--- config.mk ---
export PLATFORM = sky130hd
export DESIGN_NAME = lpm_seq_ctrl
export DESIGN_NICKNAME = d
export VERILOG_FILES = /design/src/rtl/lpm_pkg.sv /design/src/rtl/lpm_mode_fsm.sv /design/src/rtl/lpm_domain_ctl.sv /design/src/rtl/lpm_dbg_gate.sv /design/src/rtl/lpm_seq_ctrl.sv
export SDC_FILE = /design/constraint.sdc
export NUM_CORES = 1
export LEC_CHECK = 0
export BUFFER_PORTS_ARGS = -buffer_cell sky130_fd_sc_hd__buf_2
export CAP_MARGIN = 0
export CORE_UTILIZATION = 48
export CTS_BUF_LIST = sky130_fd_sc_hd__clkbuf_4 sky130_fd_sc_hd__clkbuf_8 sky130_fd_sc_hd__clkbuf_16
export CTS_CLUSTER_SIZE = 25
export DETAILED_ROUTE_END_ITERATION = 12
export PLACE_DENSITY = 0.78
export SLEW_MARGIN = 10
export SYNTH_ARGS = -nofsm -noshare
export SYNTH_HDL_FRONTEND = slang
export SYNTH_HIERARCHICAL = 1
export SYNTH_SLANG_ARGS = --single-unit
--- constraint.sdc ---
create_clock -name clk -period 1.47 [get_ports clk]
set_input_delay 0 -clock clk [delete_from_list [all_inputs] [get_ports clk]]
set_output_delay 0 -clock clk [all_outputs]
set_load 0.01 [all_outputs]
--- src/rtl/lpm_pkg.sv ---
package lpm_pkg;

    typedef enum logic [1:0] {
        MODE_RUN  = 2'd0,
        MODE_WAIT = 2'd1,
        MODE_STOP = 2'd2,
        MODE_BKGD = 2'd3
    } lpm_mode_e;

    typedef enum logic [2:0] {
        ST_RUN   = 3'd0,
        ST_WAIT  = 3'd1,
        ST_STOP  = 3'd2,
        ST_BKGD  = 3'd3,
        ST_RECOV = 3'd4
    } lpm_state_e;

    // configuration captured on the cycle STOP executes
    typedef struct packed {
        logic dbg;       // debug clocks and full regulator kept
        logic lvd_keep;  // low-voltage detect keeps regulator full
        logic osc;       // oscillator stays on
        logic ics;       // internal clock source stays on
    } stop_cfg_t;

    typedef struct packed {
        logic cpu_clk_en;
        logic flash_stby;
        logic osc_en;
        logic ics_en;
        logic reg_full;
        logic lpo_en;
        logic dbg_clk_en;
    } dom_ctl_t;

    localparam dom_ctl_t DOM_ALL_ON = '{
        cpu_clk_en: 1'b1, flash_stby: 1'b0, osc_en: 1'b1, ics_en: 1'b1,
        reg_full: 1'b1, lpo_en: 1'b1, dbg_clk_en: 1'b1
    };

endpackage

--- src/rtl/lpm_mode_fsm.sv ---
module lpm_mode_fsm
    import lpm_pkg::*;
#(
    parameter int RECOV_CYC = 8
) (
    input  logic      clk,
    input  logic      rst_n,
    input  logic      rst_req,
    input  logic      wait_exec,
    input  logic      stop_exec,
    input  logic      bkgd_cmd,
    input  logic      dbg_en,
    input  logic      lvd_en,
    input  logic      lvd_stop_en,
    input  logic      osc_stop_en,
    input  logic      ics_stop_en,
    input  logic      irq,
    output lpm_mode_e mode_o,
    output logic      recov_o,
    output stop_cfg_t cfg_o,
    output logic      imask_clr_o
);

    localparam int CW = (RECOV_CYC < 2) ? 1 : $clog2(RECOV_CYC);
    localparam logic [CW-1:0] CNT_LOAD = CW'(RECOV_CYC - 1);

    typedef struct packed {
        lpm_state_e      st;
        logic [CW-1:0]   cnt;
        stop_cfg_t       cfg;
        logic            imask;
    } fsm_t;

    fsm_t s_d, s_q;

    always_comb begin
        s_d       = s_q;
        s_d.imask = 1'b0;
        unique case (s_q.st)
            ST_RUN: begin
                if (bkgd_cmd && dbg_en) begin
                    s_d.st = ST_BKGD;
                end else if (stop_exec) begin
                    s_d.st           = ST_STOP;
                    s_d.imask        = 1'b1;
                    s_d.cfg.dbg      = dbg_en;
                    s_d.cfg.lvd_keep = lvd_en && lvd_stop_en;
                    s_d.cfg.osc      = osc_stop_en;
                    s_d.cfg.ics      = ics_stop_en;
                end else if (wait_exec) begin
                    s_d.st    = ST_WAIT;
                    s_d.imask = 1'b1;
                end
            end
            ST_WAIT: begin
                if (bkgd_cmd && dbg_en) begin
                    s_d.st = ST_BKGD;
                end else if (irq) begin
                    s_d.st = ST_RUN;
                end
            end
            ST_STOP: begin
                if (bkgd_cmd && s_q.cfg.dbg) begin
                    s_d.st = ST_BKGD;
                end else if (irq) begin
                    s_d.st  = ST_RECOV;
                    s_d.cnt = CNT_LOAD;
                end
            end
            ST_RECOV: begin
                if (s_q.cnt == '0) begin
                    s_d.st = ST_RUN;
                end else begin
                    s_d.cnt = s_q.cnt - 1'b1;
                end
            end
            ST_BKGD: begin
                s_d.st = ST_BKGD;
            end
            default: begin
                s_d.st = ST_RUN;
            end
        endcase
        if (rst_req) begin
            s_d.st    = ST_RUN;
            s_d.cnt   = '0;
            s_d.imask = 1'b0;
        end
    end

    always_ff @(posedge clk or negedge rst_n) begin
        if (!rst_n) begin
            s_q <= '{st: ST_RUN, cnt: '0, cfg: '0, imask: 1'b0};
        end else begin
            s_q <= s_d;
        end
    end

    always_comb begin
        unique case (s_q.st)
            ST_WAIT:  mode_o = MODE_WAIT;
            ST_STOP:  mode_o = MODE_STOP;
            ST_BKGD:  mode_o = MODE_BKGD;
            default:  mode_o = MODE_RUN;
        endcase
    end

    assign recov_o     = (s_q.st == ST_RECOV);
    assign cfg_o       = s_q.cfg;
    assign imask_clr_o = s_q.imask;

    // captured configuration holds for the whole stay in stop
    a_r5_cfg_hold: assert property (@(posedge clk) disable iff (!rst_n)
        (s_q.st == ST_STOP && $past(s_q.st) == ST_STOP) |-> $stable(s_q.cfg));

    // the recovery window always ends in run
    a_r7_recov_exit: assert property (@(posedge clk) disable iff (!rst_n)
        (s_q.st == ST_RECOV && s_q.cnt == '0) |=> (s_q.st == ST_RUN));

endmodule

--- src/rtl/lpm_domain_ctl.sv ---
module lpm_domain_ctl
    import lpm_pkg::*;
(
    input  lpm_mode_e mode_i,
    input  logic      recov_i,
    input  stop_cfg_t cfg_i,
    output dom_ctl_t  dom_o
);

    always_comb begin
        dom_o = DOM_ALL_ON;
        unique case (mode_i)
            MODE_WAIT: begin
                dom_o.cpu_clk_en = 1'b0;
            end
            MODE_STOP: begin
                dom_o.cpu_clk_en = 1'b0;
                dom_o.flash_stby = 1'b1;
                dom_o.osc_en     = cfg_i.osc;
                dom_o.ics_en     = cfg_i.ics;
                dom_o.reg_full   = cfg_i.dbg || cfg_i.lvd_keep;
                dom_o.dbg_clk_en = cfg_i.dbg;
            end
            default: begin
                dom_o.cpu_clk_en = !recov_i;
            end
        endcase
    end

endmodule

--- src/rtl/lpm_dbg_gate.sv ---
module lpm_dbg_gate
    import lpm_pkg::*;
(
    input  logic      clk,
    input  logic      rst_n,
    input  logic      req_i,
    input  lpm_mode_e mode_i,
    output logic      err_o,
    output logic      go_o
);

    typedef struct packed {
        logic err;
        logic go;
    } gate_t;

    gate_t g_d, g_q;

    always_comb begin
        logic low_pwr;
        low_pwr = (mode_i == MODE_WAIT) || (mode_i == MODE_STOP);
        g_d.err = req_i && low_pwr;
        g_d.go  = req_i && !low_pwr;
    end

    always_ff @(posedge clk or negedge rst_n) begin
        if (!rst_n) begin
            g_q <= '0;
        end else begin
            g_q <= g_d;
        end
    end

    assign err_o = g_q.err;
    assign go_o  = g_q.go;

    // a refused access never also proceeds
    a_r9_exclusive: assert property (@(posedge clk) disable iff (!rst_n)
        !(err_o && go_o));

    // every request yields exactly one verdict on the next cycle
    a_r9_verdict: assert property (@(posedge clk) disable iff (!rst_n)
        req_i |=> (err_o || go_o));

endmodule

--- src/rtl/lpm_seq_ctrl.sv ---
module lpm_seq_ctrl
    import lpm_pkg::*;
#(
    parameter int RECOV_CYC = 8
) (
    input  logic       clk,
    input  logic       rst_n,
    input  logic       rst_req,
    input  logic       wait_exec,
    input  logic       stop_exec,
    input  logic       bkgd_cmd,
    input  logic       dbg_en,
    input  logic       lvd_en,
    input  logic       lvd_stop_en,
    input  logic       osc_stop_en,
    input  logic       ics_stop_en,
    input  logic       irq,
    input  logic       dbg_mem_req,
    output logic [1:0] mode,
    output logic       cpu_clk_en,
    output logic       flash_stby,
    output logic       osc_en,
    output logic       ics_en,
    output logic       reg_full,
    output logic       lpo_en,
    output logic       dbg_clk_en,
    output logic       imask_clr,
    output logic       dbg_mem_err,
    output logic       dbg_mem_go
);

    lpm_mode_e mode_w;
    logic      recov_w;
    stop_cfg_t cfg_w;
    dom_ctl_t  dom_w;

    lpm_mode_fsm #(.RECOV_CYC(RECOV_CYC)) u_fsm (
        .clk         (clk),
        .rst_n       (rst_n),
        .rst_req     (rst_req),
        .wait_exec   (wait_exec),
        .stop_exec   (stop_exec),
        .bkgd_cmd    (bkgd_cmd),
        .dbg_en      (dbg_en),
        .lvd_en      (lvd_en),
        .lvd_stop_en (lvd_stop_en),
        .osc_stop_en (osc_stop_en),
        .ics_stop_en (ics_stop_en),
        .irq         (irq),
        .mode_o      (mode_w),
        .recov_o     (recov_w),
        .cfg_o       (cfg_w),
        .imask_clr_o (imask_clr)
    );

    lpm_domain_ctl u_dom (
        .mode_i  (mode_w),
        .recov_i (recov_w),
        .cfg_i   (cfg_w),
        .dom_o   (dom_w)
    );

    lpm_dbg_gate u_dbg (
        .clk    (clk),
        .rst_n  (rst_n),
        .req_i  (dbg_mem_req),
        .mode_i (mode_w),
        .err_o  (dbg_mem_err),
        .go_o   (dbg_mem_go)
    );

    assign mode       = mode_w;
    assign cpu_clk_en = dom_w.cpu_clk_en;
    assign flash_stby = dom_w.flash_stby;
    assign osc_en     = dom_w.osc_en;
    assign ics_en     = dom_w.ics_en;
    assign reg_full   = dom_w.reg_full;
    assign lpo_en     = dom_w.lpo_en;
    assign dbg_clk_en = dom_w.dbg_clk_en;

    // mask-clear pulse lasts one cycle and only marks a low-power entry
    a_r2_imask_single: assert property (@(posedge clk) disable iff (!rst_n)
        imask_clr |=> !imask_clr);
    a_r2_imask_entry: assert property (@(posedge clk) disable iff (!rst_n)
        imask_clr |-> (mode == 2'd1 || mode == 2'd2));

    // interrupt in wait restores the CPU clock on the next cycle
    a_r6_wait_exit: assert property (@(posedge clk) disable iff (!rst_n)
        (mode == 2'd1 && irq && !rst_req && !(bkgd_cmd && dbg_en))
        |=> (mode == 2'd0 && cpu_clk_en));

    // interrupt in stop leaves the CPU clock gated at first
    a_r7_stop_exit: assert property (@(posedge clk) disable iff (!rst_n)
        (mode == 2'd2 && irq && !rst_req && !(bkgd_cmd && dbg_clk_en))
        |=> (mode == 2'd0 && !cpu_clk_en && reg_full && !flash_stby));

    // reset request forces run with every domain on
    a_r10_reset: assert property (@(posedge clk) disable iff (!rst_n)
        rst_req |=> (mode == 2'd0 && cpu_clk_en && !flash_stby && osc_en
                     && ics_en && reg_full && dbg_clk_en));

    // outside stop the flash is never in standby
    a_r3_flash_on: assert property (@(posedge clk) disable iff (!rst_n)
        (mode != 2'd2) |-> !flash_stby);

endmodule

-- After elaboration in Yosys (flattened, before gate mapping)
Cells that the tools add are included.
- flip-flop bits (word level): 13
- latch bits: 0
- bits in writable memories: 0
- memory bits (read-only): 0
- output and inout port bits: 12
- memories: 0
- add/subtract/negate cells: 1
- multiply operators: 0
- div/mod/pow operators: 0
- magnitude comparators: 0
- equal/unequal tests: 13
- shifts and indexed selects: 0
- mux-type cells: 22
- bitwise operators: 1
- reductions and logical operators: 16
- operators with widths (kind ; count):
    $mux 3 ; 9
    $pmux 3 s5 ; 1
    $mux 6 ; 2
    $ne 3x3->1 const B ; 4
    $ne 4x3->1 const B ; 2
    $reduce_and 4->1 ; 2
    $mux 1 ; 7
    $eq 3x2->1 const B ; 2
    $logic_not 3->1 ; 2
    $pmux 2 s3 ; 1
    $pmux 3 s2 ; 1
    $logic_and 1x1->1 ; 5
    $ne 5x4->1 const B ; 1
    $mux 4 ; 1
    $eq 3x1->1 const B ; 1
    $eq 3x3->1 const B ; 1
    $reduce_and 3->1 ; 1
    $reduce_bool 3->1 ; 1
    $sub 3x1->3 const B ; 1
    $eq 2x1->1 const B ; 1
    $eq 2x2->1 const B ; 1
    $logic_not 1->1 ; 2
    $logic_or 1x1->1 ; 2
    $reduce_or 2->1 ; 1
    $not 1->1 ; 1

-- Longest topological paths before layout
- depth after elaboration: 6
- mapped depth: 6
- mapped depth without buffers: 6

-- Hierarchy
The synthesis kept the hierarchy.
- by module, submodules not included (module ; instances ; cells an instance ; area an instance (um^2) ; seq. area each (um^2)):
    lpm_mode_fsm ; 1 ; 63 ; 639.4 ; 275.3
    lpm_domain_ctl ; 1 ; 10 ; 77.6 ; 0.0
    lpm_dbg_gate ; 1 ; 5 ; 71.3 ; 50.0

-- Worst setup path before layout
No wires, ideal clock.
- path kind: register to output
- from: register u_fsm/s_q[10] (netlist name)
- to: output reg_full
- arrival: 1.441 ns
- data required time: 1.470 ns
- setup slack: 0.029 ns
- stages on the path, launching flop included: 5
- cell sequence: dfrtp_1 > buf_6 > nor2b_1 > ha_1 > or3b_1
- cells in the longest elaborated chain, start to end: 4
- RTL lines (item ; RTL line ; source):
    from (decl) ; lpm_mode_fsm.sv:34 ; fsm_t s_d, s_q;
    from (signal assigned) ; lpm_mode_fsm.sv:93 ; s_q <= '{st: ST_RUN, cnt: '0, cfg: '0, imask: 1'b0};
    $eq 3x2->1 / $eq 3x1->1 (equally long branches) ; lpm_mode_fsm.sv:100 ; unique case (s_q.st)
    $pmux 2 s3 (*) ; lpm_mode_fsm.sv:100 ;
    named net mode[1] ; lpm_seq_ctrl.sv:19 ; output logic [1:0] mode,
    $eq 2x2->1 (*) ; lpm_domain_ctl.sv:12 ; unique case (mode_i)
    $mux 4 (*) ; lpm_domain_ctl.sv:12 ;
    to (decl) ; lpm_seq_ctrl.sv:24 ; output logic reg_full,
The timed path passes the listed nets; every way through them passes the cells marked *.

-- Worst setup path in the final report
- from: register u_fsm/s_q[10] (netlist name)
- to: output reg_full
- cells in the longest elaborated chain, start to end: 4
- RTL lines (item ; RTL line):
    $eq 3x2->1 / $eq 3x1->1 (equally long branches) ; lpm_mode_fsm.sv:100
    $pmux 2 s3 (*) ; lpm_mode_fsm.sv:100
    $eq 2x2->1 (*) ; lpm_domain_ctl.sv:12
    $mux 4 (*) ; lpm_domain_ctl.sv:12
Every way passes the cells marked *; elsewhere a longest branch is shown, timed or not.

==> impl_metrics.ini <==
[finish]
synthToLayoutAreaGrowth_pct = 47.62
fin_util_pct = 76.35
fillerInstances = 105
diodes = 0
drive_above_1_share_pct = 47.06
final_nets = 137
fin_cells = 135

[clocking]
cts_buffer_depth = 2
tritoncts = yes
clkTransAtPathRegs_ps = 80
numCtsBuffers = 3
cts-root-buf = clkbuf_4
cts_max_level = 1
clkLatencyLatePin_ps = 280
clock-sinks = 13

[floorplanning]
start_util_pct = 51.72
die_x_um = 42.53
boundaryPins = 25
coreArea_mm2 = 0.001524
die_y_um = 42.53
die_area_mm2 = 0.001808
rows = 14

[drt]
dr.pass1.iters = 4
routed_wl_mm = 1.924
drt-initial-drc-count = 11
drtAntennaViolNets = 0
vias = 708
drcViolationCount = 0
viasPerCell = 5.244
wl_per_cell_um = 14.25

[yosys]
synthesis.nets = 95
netlist-cell-type-count = 32
yosysMostFrequentCell = dfrtp_1
synth_common_cells = dfrtp_1 (13), inv_1 (7), buf_4 (5), nand2_1 (5), nor2b_1 (5)
yosys-top-cells-area = dfrtp_1 (41%), ha_1 (6.3%), buf_4 (4.8%)
synthDominantCellAreaShare_pct = 41.27
synth_async_sr_flop_share_pct = 100.0
synth-edff-count = 0
synth-seq-area-share_pct = 41.27
synthesis.area_um2 = 788.3
yosys_warnings = 6
synthCells = 78
ys.flop_type = dfrtp_1
synth_area_leader_cell = dfrtp_1
synth-seq-cells = 13
avgSynthCellArea_um2 = 10.11

[outcome]
status = finished with violations
violations = negative setup slack

[place]
gp_congestion = 0.8195
pre_cts_ws_ps = 8.043
hpwl_mm = 1.164
portBuffers = 23
placed_cells = 114

[global_route]
grt_pass1_wl_mm = 2.822
globalRouteTotalUtil_pct = 21.24
grt_max_degree = 14
antenna_found_initial = 0
grt_overflow = 0
grt_pass1_vias = 682

[sta]
min_period_ps = 1560
tns_ps = -98.25
rsz0062_at_grt = yes
hold_violations = 0
setup_ws_ps = -89.64
finalMaxSlewViolations = 0
fmax_mhz = 641.2
post-route-period-util_pct = 106.1
clock_skew_ps = 1.017
setup_viol = 2

[worst_setup_path]
path_cells = nor2b_4, ha_4, or3b_1, buf_2
rr_worst_depth = 6
worstPathMaxFanout = 4
reg2reg_slack_ps = -10
critical-path-max-stage-delay_ps = 470
slowest_stage = dfrtp_2
crit_family = simple AND/OR/NAND/NOR gates
worstPathRequired_ps = 1470
r2r_start = u_fsm/s_q[10]
crit_arrival_ps = 1560
cp-start-kind = flip-flop
endpoint_kind = output pin
critPathBufInv = 1
crit_type = reg -> out
reg2reg_to = u_fsm/s_q[6]

[worst_hold_path]
min_path_cells = 3
min_to = u_fsm/s_q[10]
worstHoldStart = irq
hold_path.class = in -> reg

[run]
drv_cap = 0

[power_and_ir_drop]
p_leak_nw = 0.5498
peakVddDrop_mv = 0.7928
p_per_area_mw_per_mm2 = 1159
[kinds of logic (layout without fill, tap and decap cells)]
logic type                 count (synthesis)  in the layout  synth area share [%]
and+or+nand+nor                           25             25                 18.25
muxes                                      3              3                 4.285
DFF                                       13             13                 41.27
xor gates and xnor gates                   1              1                 1.111
buffers and inverters                     13             54                 9.525
AOI/OAI and AO/OA                         18             18                 18.73
adders and majority gates                  4              4                 6.349
other                                      1              1                0.4757
[per-stage QoR]
step / total power [mW] / hold WS, ps / instance area [µm²]
2_1_floorplan: 0.8485 / -295.6 / 788.3
3_3_place_gp: 0.9228 / -99.10 / 897.1
3_5_place_dp: 0.9476 / -103.8 / 897.1
4_1_cts: 1.277 / 79.29 / 1094
5_1_grt: 1.449 / 98.76 / 1164
6_report: 1.349 / 97.46 / 1164
[state kept, by name (all words and copies together), names as in the netlist]
name,flops
u_fsm/s_q,6
u_fsm/cfg_o,4
u_dbg/err_o,1
u_dbg/go_o,1
u_fsm/imask_clr_o,1
[layout by cell type, fill, tap and decap left out, types with 2 or more instances in the layout]
cell type      instances
nand2b_1               2
nor2_2                 2
dfrtp_1               10
a21oi_1                2
nor2_1                 2
or2b_1                 3
and2_1                 2
dlygate4sd3_1         10
buf_4                 10
mux2_1                 3
inv_1                  6
buf_2                 22
ha_1                   3
nand2_1                5
o21ai_0                2
clkbuf_4               4
dfrtp_2                3
nor2b_4                3
[per-layer routing]
layer  GRT usage, %  vias to the layer above  wire length [µm]
met3          7.759                        2                93
met2          40.31                       21              1077
met5              0                        -                 0
li1               -                      346                 -
met4          5.625                        0                16
met1          21.43                      339               737
[area by class of cell]
cell class	count	area, µm²	share of cell area [%]
clock buffers	4	30.03	2.581
inverters	7	26.28	2.258
multi-input cells	52	461.7	39.68
flip-flops and latches	13	329.1	28.28
well taps	16	20.02	1.720
repair buffers	43	296.5	25.48
[what timing repair did]
| action | in CTS | in global routing |
|---|---|---|
| setup endpoints to repair | 6 | 11 |
| hold buffers | 10 | 0 |
| pin swaps | 1 | 0 |
| gates resized for setup | 11 | 10 |
| hold endpoints to repair | 24 | 0 |
| gates cloned | 0 | 0 |
| setup buffers | 4 | 3 |
[worst max path at each step]
stage	from	end	cells past startpoint
2_1_floorplan	u_fsm/s_q[10]	reg_full	4
3_3_place_gp	u_fsm/s_q[8]	reg_full	5
3_5_place_dp	u_fsm/s_q[8]	reg_full	5
4_1_cts	u_fsm/s_q[10]	reg_full	4
5_1_grt	u_fsm/s_q[10]	reg_full	4
6_report	u_fsm/s_q[10]	reg_full	4
[power breakdown]
| part | total, mW | internal [mW] | switching (mW) |
|---|---|---|---|
| combinational | 0.606 | 0.318 | 0.288 |
| clock | 0.241 | 0.124 | 0.117 |
| sequential | 0.503 | 0.444 | 0.0588 |
| total | 1.35 | 0.885 | 0.464 |
[worst min-delay path: cells and delay by family]
| family | cells | cell delay, ps |
|---|---|---|
| AO/OA/AOI/OAI | 1 | 130 |
| buffers and inverters | 1 | 120 |
| AND/OR/NAND/NOR | 1 | 90 |
No activity file was read; power rests on OpenSTA's default activity.
